$ cat config.mk
export PLATFORM = sky130hd
export DESIGN_NAME = vcm_top
export DESIGN_NICKNAME = d
export VERILOG_FILES = /design/src/rtl/vcm_pkg.sv /design/src/rtl/vcm_cell2.sv /design/src/rtl/vcm_ripple.sv /design/src/rtl/vcm_csa_row.sv /design/src/rtl/vcm_combine.sv /design/src/rtl/vcm_mul.sv /design/src/rtl/vcm_top.sv
export SDC_FILE = /design/constraint.sdc
export NUM_CORES = 1
export LEC_CHECK = 0
export BUFFER_PORTS_ARGS = -buffer_cell sky130_fd_sc_hd__buf_2
export CAP_MARGIN = 20
export CORE_ASPECT_RATIO = 0.9
export CORE_MARGIN = 5
export CORE_UTILIZATION = 60
export DETAILED_ROUTE_END_ITERATION = 10
export PLACE_DENSITY = 0.83
export RECOVER_POWER = 25
export SETUP_SLACK_MARGIN = 0.05
export SYNTH_ARGS = -nofsm -noshare
export SYNTH_HDL_FRONTEND = slang
export SYNTH_HIERARCHICAL = 1
export SYNTH_SLANG_ARGS = --single-unit
$ cat constraint.sdc
create_clock -name vclk -period 22.2
set_input_delay 3.33 -clock vclk [all_inputs]
set_output_delay 3.33 -clock vclk [all_outputs]
set_load 0.05 [all_outputs]
$ cat src/rtl/vcm_pkg.sv
package vcm_pkg;

    typedef enum logic [1:0] {
        ADD_RIPPLE = 2'd0,
        ADD_CSAVE  = 2'd1,
        ADD_HYBRID = 2'd2
    } comb_style_e;

    typedef struct packed {
        logic carry;
        logic sum;
    } bit_pair_t;

    function automatic bit_pair_t half_add(input logic x, input logic y);
        bit_pair_t r;
        r.sum   = x ^ y;
        r.carry = x & y;
        return r;
    endfunction

    function automatic bit_pair_t full_add(input logic x, input logic y, input logic z);
        bit_pair_t r;
        r.sum   = x ^ y ^ z;
        r.carry = (x & y) | (x & z) | (y & z);
        return r;
    endfunction

    function automatic bit is_legal_width(input int w);
        return (w == 2) || (w == 4) || (w == 8) || (w == 16);
    endfunction

endpackage

$ cat src/rtl/vcm_cell2.sv
module vcm_cell2
    import vcm_pkg::*;
(
    input  logic [1:0] a,
    input  logic [1:0] b,
    output logic [3:0] y
);
    logic [3:0] pp;
    bit_pair_t  mid;
    bit_pair_t  top;

    assign pp[0] = a[0] & b[0];
    assign pp[1] = a[1] & b[0];
    assign pp[2] = a[0] & b[1];
    assign pp[3] = a[1] & b[1];

    assign mid = half_add(pp[1], pp[2]);
    assign top = half_add(pp[3], mid.carry);

    assign y = {top.carry, top.sum, mid.sum, pp[0]};

    // gate-level cell matches the arithmetic product
    always_comb begin
        a_r1_cell_product: assert (y == ({2'b00, a} * {2'b00, b}))
            else $error("cell2 result %h for %h x %h", y, a, b);
    end
endmodule

$ cat src/rtl/vcm_ripple.sv
module vcm_ripple
    import vcm_pkg::*;
#(
    parameter int         W        = 4,
    parameter bit         TRIM     = 1'b0,
    parameter logic [W-1:0] ZERO_B = '0,
    parameter bit         ZERO_CIN = 1'b0
) (
    input  logic [W-1:0] a,
    input  logic [W-1:0] b,
    input  logic         cin,
    output logic [W-1:0] sum,
    output logic         cout
);
    logic [W:0] cy;
    logic       unused_tied;

    assign cy[0] = cin;

    for (genvar i = 0; i < W; i++) begin : g_bit
        bit_pair_t r;
        if (TRIM && (i == 0) && ZERO_CIN) begin : g_ha_nocin
            assign r = half_add(a[i], b[i]);
        end else if (TRIM && ZERO_B[i]) begin : g_ha_nob
            assign r = half_add(a[i], cy[i]);
        end else begin : g_fa
            assign r = full_add(a[i], b[i], cy[i]);
        end
        assign sum[i]    = r.sum;
        assign cy[i + 1] = r.carry;
    end

    assign cout        = cy[W];
    assign unused_tied = cy[0] ^ (^(b & ZERO_B));

    // inputs a trimmed adder ignores must really be zero
    always_comb begin
        a_r8_b_tied_zero: assert ((b & ZERO_B) == '0)
            else $error("ripple operand bit expected zero is set: %h", b);
        if (ZERO_CIN) begin
            a_r8_cin_tied_zero: assert (cy[0] == 1'b0)
                else $error("ripple carry-in expected zero is set");
        end
    end
endmodule

$ cat src/rtl/vcm_csa_row.sv
module vcm_csa_row
    import vcm_pkg::*;
#(
    parameter int           W      = 4,
    parameter bit           TRIM   = 1'b0,
    parameter logic [W-1:0] ZERO_C = '0
) (
    input  logic [W-1:0] a,
    input  logic [W-1:0] b,
    input  logic [W-1:0] c,
    output logic [W-1:0] s,
    output logic [W-1:0] k
);
    logic unused_tied;

    for (genvar i = 0; i < W; i++) begin : g_bit
        bit_pair_t r;
        if (TRIM && ZERO_C[i]) begin : g_ha
            assign r = half_add(a[i], b[i]);
        end else begin : g_fa
            assign r = full_add(a[i], b[i], c[i]);
        end
        assign s[i] = r.sum;
        assign k[i] = r.carry;
    end

    assign unused_tied = ^(c & ZERO_C);

    // third inputs that the trimmed row drops must be zero
    always_comb begin
        a_r8_c_tied_zero: assert ((c & ZERO_C) == '0)
            else $error("carry-save third input expected zero is set: %h", c);
    end
endmodule

$ cat src/rtl/vcm_combine.sv
module vcm_combine
    import vcm_pkg::*;
#(
    parameter int          N     = 4,
    parameter comb_style_e STYLE = ADD_RIPPLE,
    parameter bit          TRIM  = 1'b1
) (
    input  logic [N-1:0]   hh,
    input  logic [N-1:0]   hl,
    input  logic [N-1:0]   lh,
    input  logic [N-1:0]   ll,
    output logic [2*N-1:0] prod
);
    localparam int H = N / 2;
    localparam int U = 3 * H;

    logic [U-1:0] xv;
    logic [U-1:0] upper;
    logic         unused_cout;
    logic         unused_ktop;

    assign xv   = {hh, ll[N-1:H]};
    assign prod = {upper, ll[H-1:0]};

    if (STYLE == ADD_RIPPLE) begin : g_ripple
        logic [N-1:0] s_cross;
        logic [N-1:0] s_low;
        logic [H-1:0] s_high;
        logic         c_cross;
        logic         c_low;

        vcm_ripple #(.W(N), .TRIM(TRIM), .ZERO_B('0), .ZERO_CIN(1'b1)) u_add_cross (
            .a(hl), .b(lh), .cin(1'b0), .sum(s_cross), .cout(c_cross));

        vcm_ripple #(.W(N), .TRIM(TRIM), .ZERO_B('0), .ZERO_CIN(1'b1)) u_add_low (
            .a(s_cross), .b(xv[N-1:0]), .cin(1'b0), .sum(s_low), .cout(c_low));

        vcm_ripple #(.W(H), .TRIM(TRIM), .ZERO_B({{(H-1){1'b1}}, 1'b0}), .ZERO_CIN(1'b0)) u_add_high (
            .a(hh[N-1:H]), .b({{(H-1){1'b0}}, c_cross}), .cin(c_low),
            .sum(s_high), .cout(unused_cout));

        assign upper       = {s_high, s_low};
        assign unused_ktop = 1'b0;
    end else if (STYLE == ADD_CSAVE) begin : g_csave
        logic [N-1:0] s1;
        logic [N-1:0] k1;
        logic [U-1:0] s2;
        logic [U-1:0] k2;

        vcm_csa_row #(.W(N), .TRIM(TRIM), .ZERO_C('0)) u_row_first (
            .a(hl), .b(lh), .c(xv[N-1:0]), .s(s1), .k(k1));

        vcm_csa_row #(.W(U), .TRIM(TRIM), .ZERO_C({{H{1'b0}}, {N{1'b1}}})) u_row_second (
            .a({{H{1'b0}}, s1}),
            .b({{(H-1){1'b0}}, k1, 1'b0}),
            .c({hh[N-1:H], {N{1'b0}}}),
            .s(s2), .k(k2));

        vcm_ripple #(.W(U), .TRIM(TRIM), .ZERO_B({{(U-1){1'b0}}, 1'b1}), .ZERO_CIN(1'b1)) u_resolve (
            .a(s2), .b({k2[U-2:0], 1'b0}), .cin(1'b0), .sum(upper), .cout(unused_cout));

        assign unused_ktop = k2[U-1];
    end else begin : g_hybrid
        logic [N-1:0] s1;
        logic [N-1:0] k1;

        vcm_csa_row #(.W(N), .TRIM(TRIM), .ZERO_C('0)) u_row (
            .a(hl), .b(lh), .c(xv[N-1:0]), .s(s1), .k(k1));

        vcm_ripple #(.W(U), .TRIM(TRIM), .ZERO_B({{(H-1){1'b1}}, {N{1'b0}}, 1'b1}), .ZERO_CIN(1'b1)) u_resolve (
            .a({hh[N-1:H], s1}), .b({{(H-1){1'b0}}, k1, 1'b0}), .cin(1'b0),
            .sum(upper), .cout(unused_cout));

        assign unused_ktop = 1'b0;
    end

    logic [2*N-1:0] recomp;
    assign recomp = {hh, ll} + {{H{1'b0}}, hl, {H{1'b0}}} + {{H{1'b0}}, lh, {H{1'b0}}};

    always_comb begin
        // merged result equals the weighted sum of the four sub-products
        a_r3_recompose: assert (prod == recomp)
            else $error("merge gave %h, weighted sum %h", prod, recomp);
        // nothing escapes above the top product bit
        a_r10_no_overflow: assert ((unused_cout == 1'b0) && (unused_ktop == 1'b0))
            else $error("merge network carried out of the product width");
    end
endmodule

$ cat src/rtl/vcm_mul.sv
module vcm_mul
    import vcm_pkg::*;
#(
    parameter int          N     = 8,
    parameter comb_style_e STYLE = ADD_RIPPLE,
    parameter bit          TRIM  = 1'b1
) (
    input  logic [N-1:0]   a,
    input  logic [N-1:0]   b,
    output logic [2*N-1:0] p
);
    if (N == 2) begin : g_base
        vcm_cell2 u_cell (.a(a), .b(b), .y(p));
    end else begin : g_split
        localparam int H = N / 2;
        logic [N-1:0] q_hh;
        logic [N-1:0] q_hl;
        logic [N-1:0] q_lh;
        logic [N-1:0] q_ll;

        vcm_mul #(.N(H), .STYLE(STYLE), .TRIM(TRIM)) u_hh (
            .a(a[N-1:H]), .b(b[N-1:H]), .p(q_hh));
        vcm_mul #(.N(H), .STYLE(STYLE), .TRIM(TRIM)) u_hl (
            .a(a[N-1:H]), .b(b[H-1:0]), .p(q_hl));
        vcm_mul #(.N(H), .STYLE(STYLE), .TRIM(TRIM)) u_lh (
            .a(a[H-1:0]), .b(b[N-1:H]), .p(q_lh));
        vcm_mul #(.N(H), .STYLE(STYLE), .TRIM(TRIM)) u_ll (
            .a(a[H-1:0]), .b(b[H-1:0]), .p(q_ll));

        vcm_combine #(.N(N), .STYLE(STYLE), .TRIM(TRIM)) u_merge (
            .hh(q_hh), .hl(q_hl), .lh(q_lh), .ll(q_ll), .prod(p));
    end
endmodule

$ cat src/rtl/vcm_top.sv
module vcm_top
    import vcm_pkg::*;
#(
    parameter int          WIDTH = 8,
    parameter comb_style_e STYLE = ADD_RIPPLE,
    parameter bit          TRIM  = 1'b1
) (
    input  logic [WIDTH-1:0]   op_a,
    input  logic [WIDTH-1:0]   op_b,
    output logic [2*WIDTH-1:0] product
);
    localparam int PW = 2 * WIDTH;
    localparam int HW = WIDTH / 2;

    vcm_mul #(.N(WIDTH), .STYLE(STYLE), .TRIM(TRIM)) u_core (
        .a(op_a), .b(op_b), .p(product));

    logic [HW-1:0] low_ref;
    assign low_ref = op_a[HW-1:0] * op_b[HW-1:0];

    // only the supported sizes may be built
    initial begin
        a_r9_legal_width: assert (is_legal_width(WIDTH))
            else $error("unsupported operand width %0d", WIDTH);
    end

    always_comb begin
        // full-width unsigned product
        a_r2_exact_product: assert (product == (PW'(op_a) * PW'(op_b)))
            else $error("product %h for %h x %h", product, op_a, op_b);
        // bottom bits come straight from the low sub-product
        a_r4_low_direct: assert (product[HW-1:0] == low_ref)
            else $error("low product bits %h, expected %h", product[HW-1:0], low_ref);
    end
endmodule

# Word level (Yosys, flattened, before mapping)

Index checks and enable logic that the tools add are counted.

Output and inout port bits: 16
Register bits after elaboration: 0
Bits of input ports: 16
Word-level logic and storage cells: 458

Bitwise operators: 458

Operators by type and width:

| operator    | count |
|---|---|
| $and 1x1->1 | 237 |
| $xor 1x1->1 | 135 |
| $or 1x1->1  | 86 |

# Logic depth before layout (Yosys ltp)

Word-level depth: 38
Depth in mapped cells: 27
Depth with buffers taken out: 27

# Cells and area by module

The synthesis kept the hierarchy.

By module, submodules not included:

| module                                                                     | instances | area each (um2) | seq. area each (um2) | cells each |
|---|---|---|---|---|
| vcm_cell2                                                                  | 16        | 50.0            | 0.0                  | 6 |
| vcm_ripple at u_core.g_split.u_hh.g_split.u_merge.g_ripple.u_add_cross ... | 8         | 91.3            | 0.0                  | 9 |
| vcm_ripple at u_core.g_split.u_merge.g_ripple.u_add_cross ...              | 2         | 171.4           | 0.0                  | 13 |
| vcm_ripple at u_core.g_split.u_hh.g_split.u_merge.g_ripple.u_add_high ...  | 4         | 51.3            | 0.0                  | 7 |
| vcm_ripple at u_core.g_split.u_merge.g_ripple.u_add_high                   | 1         | 76.3            | 0.0                  | 9 |
| vcm_combine at u_core.g_split.u_hh.g_split.u_merge ...                     | 4         | 18.8            | 0.0                  | 3 |
| vcm_combine at u_core.g_split.u_merge                                      | 1         | 33.8            | 0.0                  | 5 |

# Worst setup path before layout

No wires, ideal clock.

Path type: input to output
Start point: in op_b[1]
End point: out product[15]
Path buffers: 0
Slack: 9,497 ps
Cell stages on the path: 27
Required time: 18,870 ps
Arrival time: 9,373 ps
Path through: and2_1 > ha_1 > fa_1 > fa_1 > inv_1 > fa_1 > inv_1 > inv_1 > fa_1 > inv_1 > inv_1 > fa_1 > inv_1 > fa_1 > fa_1 > fa_1 > fa_1 > fa_1 > inv_1 > fa_1 > inv_1 > inv_1 > fa_1 > inv_1 > ha_1 > ha_1 > ha_1

Elaborated cells between the ends (all ways): 214
Those cells by class: 214 x bitwise

RTL lines:

| what                                                        | RTL line          | RTL |
|---|---|---|
| from (decl)                                                 | vcm_top.sv:9      | `input logic [WIDTH-1:0] op_b,` |
| $and 1x1->1 *                                               | vcm_cell2.sv:14   | `assign pp[2] = a[0] & b[1];` |
| $xor 1x1->1 *                                               | vcm_pkg.sv:16     | `r.sum = x ^ y;` |
| net u_core.g_split.u_ll.g_split.q_hl[1]                     | vcm_mul.sv:17     | `logic [N-1:0] q_hl;` |
| $and 1x1->1                                                 | vcm_pkg.sv:24     | `r.carry = (x & y) \| (x & z) \| (y & z);` |
| $or 1x1->1 * (2 in a row)                                   | vcm_pkg.sv:24     |  |
| $and 1x1->1                                                 | vcm_pkg.sv:24     |  |
| $or 1x1->1                                                  | vcm_pkg.sv:24     |  |
| $or 1x1->1 *                                                | vcm_pkg.sv:24     |  |
| [1 not listed]                                              | n/a               |  |
| net u_core.g_split.u_ll.g_split.u_merge.g_ripple.s_cross[3] | vcm_combine.sv:26 | `logic [N-1:0] s_cross;` |
| [3 not listed]                                              | n/a               |  |
| net u_core.g_split.u_ll.g_split.u_merge.g_ripple.c_low      | vcm_combine.sv:30 | `logic c_low;` |
| [1 not listed]                                              | n/a               |  |
| net u_core.g_split.q_ll[6]                                  | vcm_mul.sv:19     | `logic [N-1:0] q_ll;` |
| [16 not listed]                                             | n/a               |  |
| $or 1x1->1                                                  | vcm_pkg.sv:24     |  |
| $or 1x1->1 *                                                | vcm_pkg.sv:24     |  |
| net u_core.g_split.u_merge.g_ripple.c_low                   | vcm_combine.sv:30 |  |
| $and 1x1->1                                                 | vcm_pkg.sv:24     |  |
| $or 1x1->1                                                  | vcm_pkg.sv:24     |  |
| $or 1x1->1 *                                                | vcm_pkg.sv:24     |  |
| $and 1x1->1 * (2 in a row)                                  | vcm_pkg.sv:17     | `r.carry = x & y;` |
| $xor 1x1->1 *                                               | vcm_pkg.sv:16     |  |
| to (decl)                                                   | vcm_top.sv:10     | `output logic [2*WIDTH-1:0] product` |

Mark *: on every way through the listed nets, which the timed path passes. The rest lies on a longest branch.

# Worst setup path in the final report

Same ends and word-level chain as after synthesis.

==> flow_summary.toml <==
[status]
status = "completed"

[worst_setup_path]
critPathBufInv = 12
path_delay_family = "adder cells"
startpoint_type = "input pin"
worst_ep_arrival_time_ns = 9.71
cpPeakStageDelay_ns = 0.48
crit_type = "in -> out"
crit_fanout = 8
cp_common_cell = "fa_1"
crit_path_end = "product[15]"
path_depth = 29
cpMaxStageDelayCell = "fa_1"
cp-end-kind = "output port"
setup.worst_path.start = "op_b[1]"
cp.required_ns = 18.87

[job]
drv_cap = 0

[cells_and_area]
drive_gt1_share_pct = 10.6
layout.area.seq_um2 = 0
clkbuf_count = 0
n_sequential_cell = 0
syn_to_final_growth_pct = 5.46
final_area_um2 = 2370
final_nets = 373
layout_commonest_cell = "inv_1"
diodes = 0
final_cell_mix = "inv_1, and2_1, ha_1"

[sta]
timing.fmax_ghz = 0.0767
rsz0062_at_grt = "false"
fin_setup_tns_ns = 0
max-slew-margin-rel_pct = 59.7
min_period_ns = 13.04
timing.final.hold_violations = 0
setup_violations = 0
period_share_pct = 58.7
slew_viol_final = 0
worstMarginPinSlew_ns = 0.607

[global_route]
grt_max_degree = 9
grt_pass1_vias = 1570
antenna_found_initial = 0
track_usage_pct = 16.8
grt_pass1_wl_um = 6720
overflow = 0

[placement]
placed_cell_area_um2 = 2370
place_hpwl_um = 3620
place.port_buffers = 32
gp_congestion = 0.781

[floorplan]
rows = 21
core-area_um2 = 3680
die_width_um = 74.5
ios = 32
start_util_pct = 61.1
die-area_um2 = 5070
die_y_um = 68.0

[route]
wire_per_inst_um = 12.5
vias = 1489
wl_um = 3870
drc = 0
avgViaCountPerCell = 4.82
initialDrtViolationCount = 46
ant_nets = 0
dr.pass1.iters = 4

[power_and_ir_drop]
power_leakage_uw = 0.00141
power_density_nw_per_um2 = 89.1
max-vdd-ir-drop_mv = 0.137

[yosys]
ys_warn_count = 6
synth_area_um2 = 2250
avgSynthCellArea_um2 = 9.24
syn-num-nets = 351
netlist_instances = 243

[hold_path]
min-delay-path-class = "in -> out"

[clocking]
cts_hold_buf = 0
ctsResizeCount = 0
postCtsSetupBuffers = 0
## power by group
group / internal (uW) / switching (uW)
sequential: 0 / 0
clock: 0 / 0
combinational: 56.7 / 154
total: 56.7 / 154
## worst min-delay path by stage
| stage | start | to | slack (ns) | cells after the start |
|---|---|---|---|---|
| detailed placement | op_b[0] | product[0] | 7.15 | 3 |
| floorplan | op_b[0] | product[0] | 7.02 | 3 |
| CTS | op_b[0] | product[0] | 7.15 | 3 |
| finish | op_b[0] | product[0] | 7.23 | 3 |
| global route | op_b[0] | product[0] | 7.27 | 3 |
| global placement | op_b[0] | product[0] | 7.14 | 3 |
## cell type report
type	instances	area [um^2]
tap	46	57.6
multi-input combinational	156	1870
inverter	75	282
fill	329	1310
timing repair buffer	32	155
## per-stage QoR
step | utilization, % | instances | power [uW] | setup WS (ns) | hold slack (ns)
floorplan | - | 243 | 184 | 9.50 | 7.02
global placement | 64.5 | 309 | 210 | 9.26 | 7.14
detailed placement | 64.5 | 309 | 216 | 9.13 | 7.15
CTS | 64.5 | 309 | 216 | 9.13 | 7.15
global route | 64.4 | 309 | 231 | 8.83 | 7.27
finish | 64.4 | 309 | 211 | 9.16 | 7.23
## routing by layer
metal,share of wire (%),vias up,global-route usage [%]
met2,55,20,33.2
met1,42,739,21.6
li1,-,728,-
met3,3.2,2,0.441
met4,0.23,0,0.444
met5,0,-,0
Power figures use the tool's default switching activity.
